`src/rtl/cfo_gs_pkg.sv`:
```
package cfo_gs_pkg;

  typedef enum logic {
    SIDE_POS = 1'b0,
    SIDE_NEG = 1'b1
  } side_e;

  // First bin of the searched half-range.
  function automatic int span_lo(side_e s, int g0, int r);
    return (s == SIDE_NEG) ? (g0 - r) : g0;
  endfunction

  // Bin at which the last candidate window is complete.
  function automatic int span_last(side_e s, int g0, int r, int w);
    return span_lo(s, g0, r) + r + w - 1;
  endfunction

endpackage

```
`src/rtl/cfo_bin_power.sv`:
```
module cfo_bin_power #(
  parameter int DW = 8,
  localparam int PW = 2 * DW
) (
  input  logic signed [DW-1:0] re_i,
  input  logic signed [DW-1:0] im_i,
  output logic [PW-1:0]        pwr_o
);

  // Square of a signed sample; the most negative value still fits in PW bits.
  function automatic logic [PW-1:0] square(logic signed [DW-1:0] v);
    logic signed [PW-1:0] e;
    e = PW'(v);
    return PW'(e * e);
  endfunction

  assign pwr_o = square(re_i) + square(im_i);

endmodule

```
`src/rtl/cfo_window_sum.sv`:
```
module cfo_window_sum #(
  parameter int PW = 16,
  parameter int W  = 8,
  localparam int SW = PW + $clog2(W + 1)
) (
  input  logic          clk,
  input  logic          rst_n,
  input  logic          shift_i,
  input  logic [PW-1:0] pwr_i,
  output logic [SW-1:0] sum_next_o,
  output logic [SW-1:0] sum_q_o
);

  localparam logic [SW-1:0] SUM_MAX = SW'(W) << (PW - 1);

  logic [PW-1:0] tap [W];
  logic [SW-1:0] sum_q;

  // Newest power enters, the power leaving the FIFO is removed.
  assign sum_next_o = sum_q + SW'(pwr_i) - SW'(tap[W-1]);
  assign sum_q_o    = sum_q;

  always_ff @(posedge clk or negedge rst_n) begin
    if (!rst_n) begin
      for (int k = 0; k < W; k++) tap[k] <= '0;
      sum_q <= '0;
    end else if (shift_i) begin
      tap[0] <= pwr_i;
      for (int k = 1; k < W; k++) tap[k] <= tap[k-1];
      sum_q <= sum_next_o;
    end
  end

  // a window of W bins never exceeds W maximum powers (no wrap of the subtract)
  a_r1_no_overflow: assert property (@(posedge clk) disable iff (!rst_n)
    sum_q <= SUM_MAX);

endmodule

```
`src/rtl/cfo_side_detect.sv`:
```
module cfo_side_detect
  import cfo_gs_pkg::*;
#(
  parameter int PW = 16,
  parameter int CW = 6,
  parameter int G0 = 24,
  parameter int W  = 8,
  parameter int R  = 16,
  localparam int AW = PW + $clog2(R + 1)
) (
  input  logic          clk,
  input  logic          rst_n,
  input  logic          valid_i,
  input  logic [CW-1:0] bin_i,
  input  logic [PW-1:0] pwr_i,
  output side_e         side_o,
  output logic          decide_o
);

  localparam logic [CW-1:0] LO_FIRST = CW'(G0 - R);
  localparam logic [CW-1:0] LO_LAST  = CW'(G0 - 1);
  localparam logic [CW-1:0] UP_FIRST = CW'(G0 + W);
  localparam logic [CW-1:0] UP_LAST  = CW'(G0 + W + R - 1);

  logic [AW-1:0] low_q, up_q, up_total;
  logic          in_low, in_up;
  side_e         side_q;

  assign in_low   = valid_i && (bin_i >= LO_FIRST) && (bin_i <= LO_LAST);
  assign in_up    = valid_i && (bin_i >= UP_FIRST) && (bin_i <= UP_LAST);
  assign decide_o = valid_i && (bin_i == UP_LAST);
  assign up_total = up_q + AW'(pwr_i);
  assign side_o   = side_q;

  always_ff @(posedge clk or negedge rst_n) begin
    if (!rst_n) begin
      low_q  <= '0;
      up_q   <= '0;
      side_q <= SIDE_POS;
    end else begin
      if (in_low) low_q <= (bin_i == LO_FIRST) ? AW'(pwr_i) : low_q + AW'(pwr_i);
      if (in_up)  up_q  <= (bin_i == UP_FIRST) ? AW'(pwr_i) : up_total;
      if (decide_o) side_q <= (up_total <= low_q) ? SIDE_POS : SIDE_NEG;
    end
  end

  // the direction only moves at the decision bin of the upper window
  a_r3_side_at_decision: assert property (@(posedge clk) disable iff (!rst_n)
    (side_q != $past(side_q)) |-> $past(decide_o));

endmodule

```
`src/rtl/cfo_min_search.sv`:
```
module cfo_min_search
  import cfo_gs_pkg::*;
#(
  parameter int SW = 19,
  parameter int CW = 6,
  parameter int G0 = 24,
  parameter int W  = 8,
  parameter int R  = 16,
  parameter int EW = 6
) (
  input  logic                 clk,
  input  logic                 rst_n,
  input  logic                 valid_i,
  input  logic [CW-1:0]        bin_i,
  input  side_e                side_i,
  input  logic [SW-1:0]        win_next_i,
  output logic signed [EW-1:0] est_o,
  output logic                 done_o
);

  localparam logic [CW-1:0] P_FIRST = CW'(span_lo(SIDE_POS, G0, R) + W - 1);
  localparam logic [CW-1:0] P_LAST  = CW'(span_last(SIDE_POS, G0, R, W));
  localparam logic [CW-1:0] N_FIRST = CW'(span_lo(SIDE_NEG, G0, R) + W - 1);
  localparam logic [CW-1:0] N_LAST  = CW'(span_last(SIDE_NEG, G0, R, W));
  localparam logic [CW-1:0] POS_MIN = CW'(G0 - R);
  localparam logic [CW-1:0] POS_MAX = CW'(G0 + R);

  // Index transform: window start position to signed offset from nominal.
  function automatic logic signed [EW-1:0] to_offset(logic [CW-1:0] pos);
    logic signed [CW:0] d;
    d = $signed({1'b0, pos}) - $signed((CW+1)'(G0));
    return EW'(d);
  endfunction

  logic [CW-1:0] first_bin, last_bin, win_start, final_pos, best_pos_q;
  logic [SW-1:0] best_q;
  logic          in_span, take, last_evt;
  logic signed [EW-1:0] est_q;
  logic          done_q;

  assign first_bin = (side_i == SIDE_NEG) ? N_FIRST : P_FIRST;
  assign last_bin  = (side_i == SIDE_NEG) ? N_LAST  : P_LAST;
  assign win_start = bin_i - CW'(W - 1);
  assign in_span   = valid_i && (bin_i >= first_bin) && (bin_i <= last_bin);
  // Strict compare: equal sums leave the earlier (lower) start in place.
  assign take      = in_span && ((bin_i == first_bin) || (win_next_i < best_q));
  assign last_evt  = valid_i && (bin_i == last_bin);
  assign final_pos = take ? win_start : best_pos_q;

  always_ff @(posedge clk or negedge rst_n) begin
    if (!rst_n) begin
      best_q     <= '0;
      best_pos_q <= CW'(G0);
      est_q      <= '0;
      done_q     <= 1'b0;
    end else begin
      if (take) begin
        best_q     <= win_next_i;
        best_pos_q <= win_start;
      end
      done_q <= last_evt;
      if (last_evt) est_q <= to_offset(final_pos);
    end
  end

  assign est_o  = est_q;
  assign done_o = done_q;

  // done is a single-cycle pulse
  a_r7_done_pulse: assert property (@(posedge clk) disable iff (!rst_n)
    done_q |=> !done_q);

  // the estimate moves only together with done
  a_r8_est_hold: assert property (@(posedge clk) disable iff (!rst_n)
    !$stable(est_q) |-> done_q);

  // the held minimum always lies inside the combined search range
  a_r6_best_in_range: assert property (@(posedge clk) disable iff (!rst_n)
    (best_pos_q >= POS_MIN) && (best_pos_q <= POS_MAX));

endmodule

```
`src/rtl/cfo_guard_search.sv`:
```
module cfo_guard_search
  import cfo_gs_pkg::*;
#(
  parameter int DW   = 8,
  parameter int NFFT = 64,
  parameter int W    = 8,
  parameter int R    = 16,
  parameter int G0   = 24,
  localparam int EW  = $clog2(R + 1) + 1
) (
  input  logic                 clk,
  input  logic                 rst_n,
  input  logic                 in_valid,
  input  logic                 in_sym_start,
  input  logic signed [DW-1:0] in_re,
  input  logic signed [DW-1:0] in_im,
  output logic signed [EW-1:0] est_off,
  output logic                 est_done
);

  localparam int CW = $clog2(NFFT);
  localparam int PW = 2 * DW;
  localparam int SW = PW + $clog2(W + 1);

  logic [CW-1:0] cnt_q, bin_cur;
  logic [PW-1:0] pwr;
  logic [SW-1:0] win_next, win_q;
  side_e         side;
  logic          decide;

  // Bin index of the sample on the inputs this cycle.
  assign bin_cur = in_sym_start ? '0 : cnt_q;

  always_ff @(posedge clk or negedge rst_n) begin
    if (!rst_n)        cnt_q <= '0;
    else if (in_valid) cnt_q <= bin_cur + CW'(1);
  end

  // a marked start bin is followed by index 1
  a_r2_start_restarts: assert property (@(posedge clk) disable iff (!rst_n)
    (in_valid && in_sym_start) |=> (cnt_q == CW'(1)));

  cfo_bin_power #(.DW(DW)) u_pwr (
    .re_i (in_re),
    .im_i (in_im),
    .pwr_o(pwr)
  );

  cfo_window_sum #(.PW(PW), .W(W)) u_win (
    .clk       (clk),
    .rst_n     (rst_n),
    .shift_i   (in_valid),
    .pwr_i     (pwr),
    .sum_next_o(win_next),
    .sum_q_o   (win_q)
  );

  cfo_side_detect #(.PW(PW), .CW(CW), .G0(G0), .W(W), .R(R)) u_side (
    .clk     (clk),
    .rst_n   (rst_n),
    .valid_i (in_valid),
    .bin_i   (bin_cur),
    .pwr_i   (pwr),
    .side_o  (side),
    .decide_o(decide)
  );

  cfo_min_search #(.SW(SW), .CW(CW), .G0(G0), .W(W), .R(R), .EW(EW)) u_min (
    .clk       (clk),
    .rst_n     (rst_n),
    .valid_i   (in_valid),
    .bin_i     (bin_cur),
    .side_i    (side),
    .win_next_i(win_next),
    .est_o     (est_off),
    .done_o    (est_done)
  );

  // decision and done coincide only at the positive side's last bin
  a_r3_decide_once: assert property (@(posedge clk) disable iff (!rst_n)
    decide |=> !decide);

  // the window sum register tracks the combinational next value
  a_r1_win_follows: assert property (@(posedge clk) disable iff (!rst_n)
    $past(in_valid) |-> (win_q == $past(win_next)));

endmodule

```
`config.mk`:
```
export PLATFORM = sky130hd
export DESIGN_NAME = cfo_guard_search
export DESIGN_NICKNAME = d
export VERILOG_FILES = /design/src/rtl/cfo_gs_pkg.sv /design/src/rtl/cfo_bin_power.sv /design/src/rtl/cfo_window_sum.sv /design/src/rtl/cfo_side_detect.sv /design/src/rtl/cfo_min_search.sv /design/src/rtl/cfo_guard_search.sv
export SDC_FILE = /design/constraint.sdc
export NUM_CORES = 1
export LEC_CHECK = 0
export CORE_ASPECT_RATIO = 0.7
export CORE_MARGIN = 2
export CORE_UTILIZATION = 35
export CTS_CLUSTER_DIAMETER = 80
export DETAILED_ROUTE_END_ITERATION = 12
export SKIP_CTS_REPAIR_TIMING = 1
export SLEW_MARGIN = 20
export SYNTH_ARGS = -nofsm -noshare
export SYNTH_HDL_FRONTEND = slang
export SYNTH_SLANG_ARGS = --single-unit
```
`constraint.sdc`:
```
create_clock -name clk -period 6.92 [get_ports clk]
set_input_delay 2.076 -clock clk [delete_from_list [all_inputs] [get_ports clk]]
set_output_delay 2.076 -clock clk [all_outputs]
set_load 0.01 [all_outputs]
```
==> results by group, run 1 <==
Routing
  – 1st-iter DRT viols: 625
  – Vias per inst: 4.80
  – # DRC: 0
  – Pre-Repair DR Iteration Count: 5
  – Routed wire length: 42,300 um
  – Via Count: 13,000
  – DR WL/cell: 15.5 um
  – Post-route ant nets: 0

Flow run
  – Maxcap violations: 0

STA
  – Max Clk Rate: 93.4 MHz
  – Final Hold Vio Count: 0
  – Finish-stage setup viols: 81
  – TNS Setup: -171.91 ns
  – Fin crit share: 155%
  – Unrepaired setup endpoints after global routing: true
  – Slew Limit Fails: 0
  – Rel. slew slack: 43.7%
  – Worst Tran Pin Value: 0.844 ns
  – Final setup margin: -3.79 ns
  – Crit path time final: 10.71 ns
  – Clock skew: 0.0222 ns

Critical path
  – Max incr delay on CP: 0.61 ns
  – CP bufs+invs: 10
  – CP delay by family, top: adder cells
  – Worst Setup End Kind: flop
  – Most frequent CP cell: fa_2
  – Required @ worst endpoint: 7.34 ns
  – Crit Reg-Reg Startpoint: u_win.tap[1]
  – Origin of the worst setup path: in_re[5]
  – Crit-path max FO: 6
  – Startpoint types: primary input
  – CP Class: primary input to flop
  – Slowest-stage cell, CP: fa_2
  – WP data arrival: 11.13 ns

Global route
  – Grt ovf: 0
  – First-pass GRT wire length: 67,900 um
  – Number of global-route vias before repair: 13,200
  – Initial antenna violation count: 0
  – Largest net degree at the start of global routing: 125
  – GRT Util Overall: 16.1%

Synthesis
  – Main synth FF type: dfrtp_1
  – Post-synth ARST share: 100%
  – Largest cells by area after synthesis: dfrtp_1 (33%), fa_1 (15%), ha_1 (11%), mux2_2 (9.4%), inv_1 (5.5%)
  – Count leader, synth: inv_1
  – Synth cell types: 60
  – Synth Warn #: 0
  – Yosys reg bits: 230
  – Sequential share of the synthesized area: 32.8%
  – Avg Cell Area, Syn: 10.2 um2
  – Cell area after synthesis: 0.0175 mm2
  – Post-synth EDFFs: 0
  – Synth cell count leaders: inv_1 (257), dfrtp_1 (228), ha_1 (152)
  – Cell taking the most area after synthesis: dfrtp_1
  – Mapped Cells: 1,722
  – Syn_nets: 2,024
  – Area share of the largest cell type after synthesis: 32.5%

Cells and area
  – N_diodes: 0
  – Fillers: 4,529
  – Final std cells w/o fill: 2,720
  – Area delta synth->final: 34.0%
  – Nets@finish: 2,339
  – Layout cell share with drive strength beyond 1: 36.9%

CTS
  – CTS sink cnt: 230
  – H-tree depth: 1
  – Worst-path clk slew: 0.07 ns
  – Max Root-Sink Buffers: 3
  – CTS Buf Count: 24
  – Root buffer cell: clkbuf_16
  – Clock latency on the worst-skew pair: 0.54 ns
  – CTS tree: yes

Min path
  – Hold path startpoint: u_win.tap[24]
  – Worst hold path class: flop to flop

Floorplanning
  – Number of I/O pins: 27
  – Rows: 68
  – Initial Utilization: 35.5%
  – Core Footprint: 0.0493 mm2
  – Die ar.: 0.0519 mm2
  – Die Height: 191 um
  – Die X: 272 um

Place
  – Dpl cells: 2,629
  – Hpwl dp: 31,500 um
  – RD Place Congestion: 0.857
  – Buffers on Ports: 26

Outcome
  – Violated checks: setup timing
  – Status: finished, violations left
## metrics by stage
stage / cell area, um2 / util (%) / setup slack (ns) / hold WS, ns
floorplan: 18400 / - / -3.89 / 0.449
global placement: 21200 / 42.9 / -4.77 / 0.462
detailed placement: 21200 / 42.9 / -4.91 / 0.464
CTS: 22100 / 44.8 / -4.37 / 0.486
global route: 23500 / 47.6 / -4.11 / 0.511
finish: 23500 / 47.6 / -3.79 / 0.482
## placed cells by master (no fill, tap or decap), types with 37 or more instances in the layout
master / count
a21oi_1: 38
buf_4: 270
buf_6: 37
dfrtp_1: 228
fa_1: 121
ha_1: 116
inv_1: 238
mux2_2: 128
nand2_1: 125
nor2_1: 52
o21ai_0: 45
xnor2_1: 43
## state kept, by name, indices dropped and copies added (netlist names), 6 cells and up
| name | count |
|---|---|
| u_min.best_pos_q | 6 |
| u_min.best_q | 20 |
| u_min.est_o | 6 |
| u_win.tap | 128 |
| cnt_q | 6 |
| u_win.sum_q_o | 20 |
| u_side.low_q | 21 |
| u_side.up_q | 21 |
## kinds of logic after synthesis
logic type | share of synthesized area (%)
compound gates | 10.3
xor+xnor | 3.95
fa+ha+maj | 25.7
buf+inv | 6.61
flops | 32.8
mux | 10.5
simple gates | 10.0
## area by class of cell
class                      instances  area (um2)  share of cell area (%)
clock buffer                      30         674                    2.87
clock inverter                    14         215                   0.916
inverter                         257         980                    4.17
multi-input combinational       1186       12200                    51.9
sequential                       230        5760                    24.5
tap                              665         832                    3.54
timing repair buffer             338        2830                    12.1
## per-layer routing
metal,share of wire (%),global-route usage [%],wire [um],up-vias
met4,1.2,2.35,508,0
met3,3.7,2.84,1550,37
met5,0,0,0,-
met1,51,23.9,21500,6459
li1,-,-,-,6405
met2,44,24.8,18700,144
## worst paths after layout
kind | slack [ns] | cells past startpoint | to
max | -3.79 | 42 | u_min.est_o[4]
min | 0.48 | 2 | u_win.tap[8]
max reg2reg | 1.52 | 20 | u_min.est_o[4]
min reg2reg | 0.48 | 2 | u_win.tap[8]
max in group asynchronous | 4.11 | 2 | u_win.tap[21]
min in group asynchronous | 1.56 | 1 | u_side.up_q[17]
## worst reg2reg max path, delay by kind of cell (launching register included)
| kind | cells | cell delay [ns] |
|---|---|---|
| buf+inv | 4 | 0.53 |
| fa+ha+maj | 4 | 1.25 |
| compound gates | 6 | 1.69 |
| xor+xnor | 1 | 0.14 |
| simple gates | 4 | 1.04 |
| flops | 1 | 0.40 |
| mux | 1 | 0.26 |
Power of run 1 is not shown: default switching activity piles up to over one toggle a cycle in this logic, so the estimate is an artifact.
==> run 2, diff against run 1 <==
--- a/config.mk
+++ b/config.mk
@@ -7,7 +7,7 @@
 export LEC_CHECK = 0
 export CORE_ASPECT_RATIO = 0.7
 export CORE_MARGIN = 2
-export CORE_UTILIZATION = 35
+export CORE_UTILIZATION = 40
 export CTS_CLUSTER_DIAMETER = 80
 export DETAILED_ROUTE_END_ITERATION = 12
 export SKIP_CTS_REPAIR_TIMING = 1
==> run 2 against run 1 <==
The run still ends with setup timing left; flip-flop and latch count unchanged; register-to-register slack got worse by 0.02 ns; critical path depth shrank 4; design area fell by 0.13%; worst setup slack improved by 0.066 ns; via count grew 1.4%; non-clock buffer count up 5; fmax rose by 0.62%; die area is 12% lower; global-route usage rose by 2.8 points; first-iteration DRC count rose by 30%.
==> results by group, run 2 (synthesis results as in run 1) <==
Outcome
  – Status: finished, violations left
  – Violated checks: setup timing

Global route
  – First-pass GRT wire length: 68,800 um
  – GRT Util Overall: 18.9%
  – Largest net degree at the start of global routing: 118
  – Grt ovf: 0
  – Number of global-route vias before repair: 13,400
  – Initial antenna violation count: 1

STA
  – Finish-stage setup viols: 81
  – Unrepaired setup endpoints after global routing: true
  – Clock skew: 0.0442 ns
  – Final setup margin: -3.72 ns
  – Rel. slew slack: 37.5%
  – Worst hold slack: 0.484 ns
  – Fin crit share: 154%
  – Slew Limit Fails: 0
  – Crit path time final: 10.64 ns
  – Max Clk Rate: 94.0 MHz
  – Worst Tran Pin Value: 0.937 ns
  – Final Hold Vio Count: 0

Cells and area
  – Max reg flops: 128
  – Most common cell after layout, fill and taps aside: buf_4
  – FF+latch area: 0.00576 mm2
  – Area delta synth->final: 33.8%
  – Registers with the most flip-flops: u_win.tap (128), u_side.low_q (21), u_side.up_q (21)
  – Multi-input gate area: 0.0122 mm2
  – Nets@finish: 2,345
  – Most frequent cells in the layout: buf_4 (276), inv_1 (239), dfrtp_1 (228)
  – Largest Register: u_win.tap
  – Layout cell share with drive strength beyond 1: 37.0%
  – Fillers: 3,776

Critical path
  – Startpoint types: primary input
  – Crit-path max FO: 5
  – Max incr delay on CP: 0.59 ns
  – CP delay by family, top: adder cells
  – Slowest-stage cell, CP: fa_1
  – WP data arrival: 11.08 ns
  – Worst Setup End Kind: flop
  – CP Class: primary input to flop
  – Required @ worst endpoint: 7.36 ns
  – CP bufs+invs: 9
  – Most frequent CP cell: inv_2

Routing
  – # DRC: 0
  – Routed wire length: 43,300 um
  – DR WL/cell: 16.3 um
  – Pre-Repair DR Iteration Count: 7
  – Met3 Wirelength: 1990 um
  – Vias per inst: 4.98
  – Via Count: 13,200
  – 1st-iter DRT viols: 812
  – Met2 wire length: 19,200 um
  – DRT met1 WL: 21,600 um
  – Post-route ant nets: 0
  – Max layer used: met4

CTS
  – CTS tree: yes
  – CTS Buf Count: 25
  – Worst-path clk slew: 0.06 ns
  – Clock latency on the worst-skew pair: 0.56 ns
  – CTS sink cnt: 230
  – Max Root-Sink Buffers: 3
  – H-tree depth: 1
  – Root buffer cell: clkbuf_16

Floorplanning
  – Rows: 64
  – Die Height: 179 um
  – Die ar.: 0.0456 mm2
  – Initial Utilization: 40.3%
  – Die X: 254 um
  – Number of I/O pins: 27
  – Core Footprint: 0.0435 mm2

Place
  – Hpwl dp: 32,300 um
  – Buffers on Ports: 26
  – RD Place Congestion: 0.876

Min path
  – Worst hold path class: flop to flop

Flow run
  – Maxcap violations: 0
run 2: changes by cell type in the layout (fill, tap and decap cells not counted), sizes merged:
cell	before	now
clkinvlp	1	3
inv	259	260
dlymetal6s2s	3	5
buf	318	325
clkinv	6	3
bufinv	5	3
diode	0	1
run 2: layout make-up:
| cell class | instances | area share (%) |
|---|---|---|
| flip-flops and latches | 230 | 24.5 |
| well taps | 594 | 3.17 |
| clock buffers | 34 | 3.02 |
| multi-input cells | 1186 | 52.1 |
| clock inverters | 12 | 0.672 |
| inverters | 257 | 4.18 |
| repair buffers | 343 | 12.3 |
| diodes | 1 | 0.0107 |
run 2: final timing paths:
check,depth (start not counted),slack [ns],start,to
worst max-delay path,38,-3.72,in_re[6],u_min.est_o[4]
max in group asynchronous,2,4.18,rst_n,u_win.tap[89]
worst max register to register,18,1.50,u_win.tap[1],u_min.est_o[4]
worst min register to register,2,0.48,u_win.tap[22],u_win.tap[6]
min in group asynchronous,1,1.56,rst_n,u_side.up_q[7]
worst min-delay path,2,0.48,u_win.tap[22],u_win.tap[6]
run 2: through the flow:
step / utilization, % / setup TNS [ns] / area [um2] / worst slack, ns / instances
2_1_floorplan: - / -155.02 / 18400 / -3.89 / 1722
3_3_place_gp: 48.5 / -251.96 / 21100 / -4.77 / 2557
3_5_place_dp: 48.5 / -263.02 / 21100 / -4.96 / 2557
4_1_cts: 50.5 / -211.34 / 22000 / -4.43 / 2603
5_1_grt: 53.9 / -186.47 / 23500 / -4.09 / 2656
6_report: 53.9 / -166.31 / 23500 / -3.72 / 2657
run 2: layer usage:
layer	track usage (%)	up-vias
met1	28.3	6598
met3	2.96	46
met2	29.3	190
met4	2.50	0
li1	-	6396
met5	0	-
run 2: worst reg2reg max path, stage by stage, from the launching register on:
cell,delay [ns]
dfrtp_1,0.40
fa_1,0.51
inv_1,0.07
ha_1,0.31
a211oi_1,0.33
o21ai_0,0.30
a2111o_1,0.56
and2_4,0.19
buf_6,0.11
xor2_2,0.14
ha_1,0.24
a211o_1,0.29
or3_1,0.39
o211a_4,0.27
nor4_4,0.28
buf_4,0.17
mux2_4,0.32
ha_4,0.21
mux2_2,0.25
Power of run 2 is left out for the same reason.
